===== config.mk =====
export PLATFORM = sky130hd
export DESIGN_NAME = sar_sequencer
export DESIGN_NICKNAME = d
export VERILOG_FILES = /design/src/rtl/sar_seq_pkg.sv /design/src/rtl/sar_req_sync.sv /design/src/rtl/sar_acq_timer.sv /design/src/rtl/sar_trial_reg.sv /design/src/rtl/sar_sequencer.sv
export SDC_FILE = /design/constraint.sdc
export NUM_CORES = 1
export LEC_CHECK = 0
export ABC_AREA = 1
export BUFFER_PORTS_ARGS = -buffer_cell sky130_fd_sc_hd__buf_2
export CORE_ASPECT_RATIO = 0.9
export CORE_UTILIZATION = 58
export CTS_BUF_LIST = sky130_fd_sc_hd__clkbuf_8
export CTS_CLUSTER_DIAMETER = 150
export DETAILED_ROUTE_END_ITERATION = 10
export HOLD_SLACK_MARGIN = 0.12
export PLACE_DENSITY = 0.79
export SETUP_SLACK_MARGIN = 0.15
export SKIP_LAST_GASP = 1
export SYNTH_ARGS = -nofsm -noshare
export SYNTH_HDL_FRONTEND = slang
export SYNTH_SLANG_ARGS = --single-unit

===== constraint.sdc =====
create_clock -name clk -period 1.9 [get_ports clk]
set_input_delay 0.095 -clock clk [delete_from_list [all_inputs] [get_ports clk]]
set_output_delay 0.095 -clock clk [all_outputs]
set_load 0.01 [all_outputs]

===== src/rtl/sar_seq_pkg.sv =====
package sar_seq_pkg;
   typedef enum logic {
      ST_IDLE = 1'b0,
      ST_CONV = 1'b1
   } seq_state_t;
endpackage


===== src/rtl/sar_req_sync.sv =====
// Brings the asynchronous request into the clock domain and flags its falling edge.
module sar_req_sync #(
   parameter int STAGES = 2
) (
   input  logic clk,
   input  logic rst_n,
   input  logic req_n,
   output logic req_fall
);
   logic [STAGES:0] chain_q;

   if (STAGES < 2) begin : g_bad_stages
      initial $fatal(1, "sar_req_sync: STAGES must be at least 2");
   end

   always_ff @(posedge clk or negedge rst_n) begin
      if (!rst_n) chain_q <= '1;
      else        chain_q <= {chain_q[STAGES-1:0], req_n};
   end

   // the extra stage past the synchroniser holds the previous level
   assign req_fall = chain_q[STAGES] & ~chain_q[STAGES-1];

   a_r2_fall_is_pulse: assert property (@(posedge clk) disable iff (!rst_n)
      req_fall |=> !req_fall);
endmodule


===== src/rtl/sar_acq_timer.sv =====
// Counts clocks since the last decision and saturates at the acquisition limit.
module sar_acq_timer #(
   parameter int ACQ_CLKS = 3
) (
   input  logic clk,
   input  logic rst_n,
   input  logic clear,
   output logic ready
);
   localparam int CW = $clog2(ACQ_CLKS + 1);
   localparam logic [CW-1:0] LIMIT = CW'(ACQ_CLKS);

   logic [CW-1:0] cnt_q;

   if (ACQ_CLKS < 1) begin : g_bad_acq
      initial $fatal(1, "sar_acq_timer: ACQ_CLKS must be at least 1");
   end

   always_ff @(posedge clk or negedge rst_n) begin
      if (!rst_n)              cnt_q <= LIMIT;
      else if (clear)          cnt_q <= '0;
      else if (cnt_q != LIMIT) cnt_q <= cnt_q + CW'(1);
   end

   assign ready = (cnt_q == LIMIT);

   a_r3_clear_blocks: assert property (@(posedge clk) disable iff (!rst_n)
      clear |=> !ready);
endmodule


===== src/rtl/sar_trial_reg.sv =====
// Decided-bit register plus one-hot position pointer forming the trial code.
module sar_trial_reg #(
   parameter int NBITS = 16
) (
   input  logic             clk,
   input  logic             rst_n,
   input  logic             load,
   input  logic             step,
   input  logic             cmp_below,
   output logic [NBITS-1:0] trial,
   output logic [NBITS-1:0] code_next,
   output logic             at_msb,
   output logic             at_lsb
);
   localparam logic [NBITS-1:0] TOP_BIT = {1'b1, {(NBITS-1){1'b0}}};
   localparam logic [NBITS-1:0] ONE     = {{(NBITS-1){1'b0}}, 1'b1};

   logic [NBITS-1:0] dec_q;
   logic [NBITS-1:0] ptr_q;

   always_ff @(posedge clk or negedge rst_n) begin
      if (!rst_n) begin
         dec_q <= '0;
         ptr_q <= '0;
      end else if (load) begin
         dec_q <= '0;
         ptr_q <= TOP_BIT;
      end else if (step) begin
         dec_q <= code_next;
         ptr_q <= ptr_q >> 1;
      end
   end

   assign trial     = dec_q | ptr_q;
   assign code_next = cmp_below ? trial : dec_q;
   assign at_msb    = ptr_q[NBITS-1];
   assign at_lsb    = ptr_q[0];

   a_r1_ptr_onehot0: assert property (@(posedge clk) disable iff (!rst_n)
      $onehot0(ptr_q));
   a_r1_low_bits_clear: assert property (@(posedge clk) disable iff (!rst_n)
      (ptr_q != '0) |-> ((dec_q & ((ptr_q << 1) - ONE)) == '0));
   a_r1_ptr_walks: assert property (@(posedge clk) disable iff (!rst_n)
      (step && !load && !at_lsb && ptr_q != '0) |=> (ptr_q == ($past(ptr_q) >> 1)));
endmodule


===== src/rtl/sar_sequencer.sv =====
module sar_sequencer #(
   parameter int NBITS       = 16,
   parameter int SYNC_STAGES = 2,
   parameter int ACQ_CLKS    = 3
) (
   input  logic             clk,
   input  logic             rst_n,
   input  logic             req_n,
   input  logic             bipolar,
   input  logic             cmp_below,
   output logic [NBITS-1:0] trial,
   output logic             bit_frame,
   output logic             sdo,
   output logic [NBITS-1:0] result,
   output logic             done
);
   import sar_seq_pkg::*;

   localparam logic [NBITS-1:0] SIGN_MASK = {1'b1, {(NBITS-1){1'b0}}};

   if (NBITS < 2) begin : g_bad_width
      initial $fatal(1, "sar_sequencer: NBITS must be at least 2");
   end

   seq_state_t       state_q;
   logic             pend_q, bip_q, frame_q, sdo_q, done_q;
   logic [NBITS-1:0] result_q;
   logic             req_fall, acq_ready, at_msb, at_lsb;
   logic [NBITS-1:0] code_next;
   logic             busy, req_hit, start, finish, out_bit;

   sar_req_sync #(.STAGES(SYNC_STAGES)) u_sync (
      .clk(clk), .rst_n(rst_n), .req_n(req_n), .req_fall(req_fall));

   sar_acq_timer #(.ACQ_CLKS(ACQ_CLKS)) u_acq (
      .clk(clk), .rst_n(rst_n), .clear(finish), .ready(acq_ready));

   sar_trial_reg #(.NBITS(NBITS)) u_trial (
      .clk(clk), .rst_n(rst_n), .load(start), .step(busy),
      .cmp_below(cmp_below), .trial(trial), .code_next(code_next),
      .at_msb(at_msb), .at_lsb(at_lsb));

   assign busy    = (state_q == ST_CONV);
   assign req_hit = req_fall | pend_q;
   assign start   = !busy && req_hit && acq_ready;
   assign finish  = busy && at_lsb;
   assign out_bit = cmp_below ^ (bip_q & at_msb);

   always_ff @(posedge clk or negedge rst_n) begin
      if (!rst_n) begin
         state_q  <= ST_IDLE;
         pend_q   <= 1'b0;
         bip_q    <= 1'b0;
         frame_q  <= 1'b0;
         sdo_q    <= 1'b0;
         done_q   <= 1'b0;
         result_q <= '0;
      end else begin
         if (start)       state_q <= ST_CONV;
         else if (finish) state_q <= ST_IDLE;
         // edges that show up mid-conversion are dropped here
         pend_q  <= !busy && !start && req_hit;
         if (start) bip_q <= bipolar;
         frame_q <= busy;
         sdo_q   <= busy ? out_bit : 1'b0;
         done_q  <= finish;
         if (finish) result_q <= code_next ^ (bip_q ? SIGN_MASK : '0);
      end
   end

   assign bit_frame = frame_q;
   assign sdo       = sdo_q;
   assign result    = result_q;
   assign done      = done_q;

   a_r4_frame_ends_after_done: assert property (@(posedge clk) disable iff (!rst_n)
      $fell(frame_q) |-> $past(done_q));
   a_r3_gap_after_done: assert property (@(posedge clk) disable iff (!rst_n)
      $rose(frame_q) |-> (!$past(done_q, 1) && !$past(done_q, 2) && !$past(done_q, 3)));
   a_r9_done_single: assert property (@(posedge clk) disable iff (!rst_n)
      done_q |=> !done_q);
   a_r9_result_hold: assert property (@(posedge clk) disable iff (!rst_n)
      !done_q |-> $stable(result_q));
   a_r8_no_abort: assert property (@(posedge clk) disable iff (!rst_n)
      (busy && !at_lsb) |=> busy);
   a_r5_sdo_quiet: assert property (@(posedge clk) disable iff (!rst_n)
      !frame_q |-> !sdo_q);
endmodule


Word level (Yosys, flattened, before mapping)
Cells that the tools add are included.
{"block": "classes", "eq_ne": 2, "add_sub_neg": 1, "n_reduce_logical": 10, "bitwise_logic": 7, "muxes": 11}
{"op": "$mux W16", "count": 6}
{"op": "$or A16 B16 Y16", "count": 1}
{"op": "$xor A16 B16 Y16", "count": 1}
{"op": "$reduce_bool A2 Y1", "count": 3}
{"op": "$logic_and A1 B1 Y1", "count": 5}
{"op": "$mux W2", "count": 2}
{"op": "$mux W1", "count": 3}
{"op": "$add A2 B1 Y2 const B", "count": 1}
{"op": "$and A1 B1 Y1", "count": 2}
{"op": "$eq A2 B2 Y1 const B", "count": 1}
{"op": "$logic_not A1 Y1", "count": 2}
{"op": "$ne A2 B2 Y1 const B", "count": 1}
{"op": "$not A1 Y1", "count": 1}
{"op": "$or A1 B1 Y1", "count": 1}
{"op": "$xor A1 B1 Y1", "count": 1}
{"block": "totals", "word_cells": 42, "out_inout_bits": 35, "regBits": 59, "in_bits": 5}

Logic depth before layout (Yosys ltp)
{"block": "logic_depth", "depth_word": 8, "depth_mapped": 7, "mapped_depth_nobuf": 6}

Hierarchy
Synthesis repeated with hierarchy kept, for this count alone.
{"block": "hier_totals", "cells_unflattened": 296, "area_unflattened_um2": 2543.7}
{"mod": "sar_trial_reg", "area_per_inst_um2": 1486.4, "seq_area_each_um2": 800.8, "instances": 1, "cells_per_inst": 187}
{"mod": "sar_sequencer", "area_per_inst_um2": 864.6, "seq_area_each_um2": 550.5, "instances": 1, "cells_per_inst": 92}
{"mod": "sar_acq_timer", "area_per_inst_um2": 103.8, "seq_area_each_um2": 52.6, "instances": 1, "cells_per_inst": 12}
{"mod": "sar_req_sync", "area_per_inst_um2": 88.8, "seq_area_each_um2": 78.8, "instances": 1, "cells_per_inst": 5}

Worst setup path before layout
No wires, ideal clock.
{"block": "synth_timing", "kind": "register to register", "start": "reg u_acq.cnt_q[0]", "end": "reg u_trial.dec_q[10]", "setup_time_ns": 0.119, "period_less_slack_ns": 1.359, "n_path_buf": 1, "arrival_ns": 1.240, "t_required_ns": 1.781, "setup_slack_ns": 0.541, "stages_incl_launch_ff": 7, "cell_sequence": "dfstp_2 -> ha_1 -> inv_2 -> nor2_2 -> nand2_1 -> buf_2 -> and2_1"}
{"block": "synth_via", "elab_chain_cells": 3, "word_cells_on_any_way": 4, "cone_classes": "1 x eq/ne; 1 x mux; 2 x reduce/logical"}
{"item": "from (decl)", "line_no": "sar_acq_timer.sv:13", "text": "logic [CW-1:0] cnt_q;"}
{"item": "from (signal assigned)", "line_no": "sar_acq_timer.sv:22", "text": "else if (cnt_q != LIMIT) cnt_q <= cnt_q + CW'(1);"}
{"item": "$eq A2 B2 Y1 *", "line_no": "sar_acq_timer.sv:25", "text": "assign ready = (cnt_q == LIMIT);"}
{"item": "$logic_and A1 B1 Y1 *", "line_no": "sar_sequencer.sv:45", "text": "assign start = !busy && req_hit && acq_ready;"}
{"item": "$mux W16 or $reduce_bool A2 Y1 (tied branches)"}
{"item": "to (signal assigned)", "line_no": "sar_trial_reg.sv:29", "text": "dec_q <= code_next;"}
{"item": "to (decl)", "line_no": "sar_trial_reg.sv:18", "text": "logic [NBITS-1:0] dec_q;"}
Every way passes the cells marked *; elsewhere a longest branch is shown, timed or not.
A chain may end at the register's enable or synchronous reset.

Final worst setup path
{"block": "layout_timing", "start": "reg u_acq.cnt_q[0]", "end": "reg u_trial.dec_q[2]"}
The elaborated chain is that of the path after synthesis.

==> summary.txt <==
Logic synthesis
  – Synth warn: 0
  – Synth Area in Simple Gates: approximately a quarter
  – Seq/Total Area, Yosys: between 60% and 70%
  – Adder-cell share of the synthesized area: less than 1%
  – Syn_area_per_cell: between 9 and 10 um^2
  – Number of synthesized register bits: 59
  – Synth Area in Compound Gates: ~7.6%
  – Mapped Area: roughly 2500 um^2
  – Multiplexer area fraction after synthesis: 0%
  – Post-synthesis xor/xnor area fraction: 0.3570%
  – Cell variety after synth: 18
  – Syn Nets: roughly 270
  – Largest family of logic cells by synthesized area: simple AND/OR/NAND/NOR gates
  – Cells after Synth: 265

CTS
  – TritonCTS clock tree: done
  – CTS buffer count: 9
  – CTS max path bufs: 2
  – Clock-pin slew on the worst setup and hold paths: 0.06 ns
  – Postcts setup bufs: 0
  – Clk root buf: clkbuf_8
  – CTS H-tree depth: 3
  – Clk sink count: a little under 60
  – Worst skew pair latency: around 0.34 ns
  – Post-CTS sizing: 0

Die
  – Num rows: 22
  – Die span in x: ~71 um
  – Ports: 40
  – Die ar.: between 4000 and 5000 um^2
  – Core Area: slightly above 4000 um^2
  – Die extent in y: about 64 um
  – Initial Utilization: 60.23%

Placed design
  – Final GP Congestion: 0.7539
  – DP Wirelength: 3041 um
  – Post-DP Area: roughly 2700 um^2
  – Dpl cells: between 300 and 400
  – # port buffers: 39
  – Dpl ws: 0.4150 ns

Cells and area
  – Register area: about 1500 um^2
  – Fillers: between 200 and 300
  – Multi-input gate area: about 800 um^2
  – # nets final: approximately 320
  – Commonest non-fill, non-tap cell in the layout: nand2_1
  – Most frequent cells in the layout: nand2_1 (65), dfrtp_1 (54), buf_2 (39)
  – Design Area, Final: just under 3000 um^2
  – Inserted Diodes: 0
  – Area Overhead vs Synth: 20.75%
  – Post-layout util: slightly above 70%
  – Non-Filler Instances: 365
  – Share of layout cells above drive strength 1: 27.13%

Critical path
  – R2R Setup Slk: 0.40 ns
  – Slowest Stage Delay on Critical Path: between 0.5 and 0.6 ns
  – Worst path cell trace: ha_1 -> inv_2 -> nor2_2 -> nand2_1 -> buf_4 -> and2_1
  – Crit start category: flop
  – Worst path required time: ~2.1 ns
  – Arrival @ worst endpoint: approximately 1.7 ns
  – Worst reg2reg path depth: 6
  – Endpoint class of the critical path: flop
  – R2r endpoint: u_trial.dec_q[2]
  – Crit-path slowest cell: dfstp_2
  – Worst reg2reg path startpoint: u_acq.cnt_q[0]
  – Setup CP Type: flop to flop
  – Crit-path max FO: 34

Power
  – Switching Share: between 30% and 40%
  – Cell-internal power: 3.421 mW
  – Power Density: 1785 nW/um^2
  – Combinational Power Share: a little over a third
  – Clock share of power: ~24%
  – Worst vdd ir: around 990 uV
  – NetSw: between 1.5 and 2 mW
  – Leakage power: around 1.5 nW
  – Sequential cell fraction of total power: between 30% and 40%
  – Pwr Total: 5.288 mW

GRT
  – Global route total overflow: 0
  – Initial antenna violation count: 0
  – Largest net degree at the start of global routing: 37
  – Vias in the first global route: approximately 1800
  – GRT Util Overall: about 25%
  – First-pass GRT wire length: a little over 8000 um

Routing
  – Routed WL per cell: ~13 um
  – Via density: 5.200
  – Final ANT Viol Nets: 0
  – Initial drt markers: 72
  – Drt pass-1 iters: 8
  – DRC errors left: 10
  – WL final: 4786 um
  – Via Count: between 1500 and 2000

STA
  – RSZ-0062 raised after global routing: no
  – Peak Freq: about 670 MHz
  – Final Skew: about 0.0044 ns
  – Hold slack: approximately 0.19 ns
  – Max-slew violation count: 0
  – Final WS setup: between 0.4 and 0.5 ns
  – Slew @ Worst Pin: roughly 0.56 ns
  – Slew headroom: 62.94%
  – Period utilisation layout: between 70% and 80%
  – Final hold vios: 0
  – Final Setup Violations: 0
  – Post-layout min period: 1.499 ns
  – TNS Setup: 0 ns

Job
  – Max cap viols: 0

Hold path
  – Hold Crit Depth: 3
  – Hold endpoint: result[2]
  – Hold crit path type: primary input to flop
  – Worst Min Path Start: cmp_below

Run status
  – Status: complete, but fails checks
  – Failing checks: DRC
registers in the layout, indices dropped and copies added, names as in the netlist:
signal          flops
sdo                 1
bip_q               1
u_trial.ptr_q      16
pend_q              1
u_sync.chain_q      3
u_trial.dec_q      16
bit_frame           1
u_acq.cnt_q         2
busy                1
done                1
result             16
layer usage:
layer	track usage (%)	vias up	part of all wire, %	wire length [um]
li1	-	934	-	-
met1	32.39	910	46	2184
met2	37.62	47	47	2266
met3	9.600	7	5.8	277
met4	8.500	0	1.2	58
met5	0	-	0	0
power by group through the flow:
stage	clock network (mW)	registers [mW]	logic, mW
after detailed placement	0	2.10	1.93
after global placement	0	2.08	1.87
after floorplan	0	2.13	1.21
after global routing	1.38	2.14	2.16
final	1.28	2.09	1.92
after CTS	1.31	2.08	1.94
worst max path at each step:
stage | depth (start not counted) | slack (ns) | from | end
after global routing | 7 | 0.28 | u_acq.cnt_q[0] | u_trial.ptr_q[2]
after floorplan | 6 | 0.54 | u_acq.cnt_q[0] | u_trial.dec_q[10]
after detailed placement | 6 | 0.42 | u_acq.cnt_q[0] | u_trial.dec_q[13]
final | 6 | 0.40 | u_acq.cnt_q[0] | u_trial.dec_q[2]
after CTS | 7 | 0.40 | u_acq.cnt_q[0] | u_trial.ptr_q[0]
after global placement | 6 | 0.47 | u_acq.cnt_q[0] | u_trial.dec_q[8]
cells by family after synthesis:
family | after synthesis
AND/OR/NAND/NOR | 131
flip-flops | 59
buffers and inverters | 39
AO/OA/AOI/OAI | 34
XOR/XNOR | 1
adder cells (fa/ha/maj) | 1
synthesized netlist by cell type, drive strengths merged:
master | n | area (um^2)
o21ai | 19 | 95.09
ha | 1 | 12.51
xor2 | 1 | 8.760
buf | 12 | 72.57
nand3 | 19 | 95.09
a31oi | 14 | 87.58
nand2 | 66 | 250.2
dfrtp | 54 | 1351
dfstp | 5 | 131.4
or2 | 14 | 87.58
and2 | 13 | 81.33
nor2 | 19 | 73.82
a21oi | 1 | 5.000
inv | 27 | 101.3
critical path: cells and delay by family (launching register included):
family / cells / cell delay, ns
DFF: 1 / 0.54
and+or+nand+nor: 3 / 0.34
adders and majority gates: 1 / 0.21
buffers and inverters: 2 / 0.30
what timing repair did:
action,4_1_cts,5_1_grt
hold buffers,3,0
endpoints found under the setup margin,0,0
endpoints found under the hold margin,25,0
layout make-up:
type                            instances  share of cell area [%]
Multi-Input combinational cell        167                   26.90
Clock buffer                           11                   5.110
Timing Repair Buffer                   48                   9.966
Sequential cell                        59                   50.04
Tap cell                               48                   2.027
Clock inverter                          5                   2.534
Inverter                               27                   3.421
Note: power is estimated with default switching activity, not from simulation.
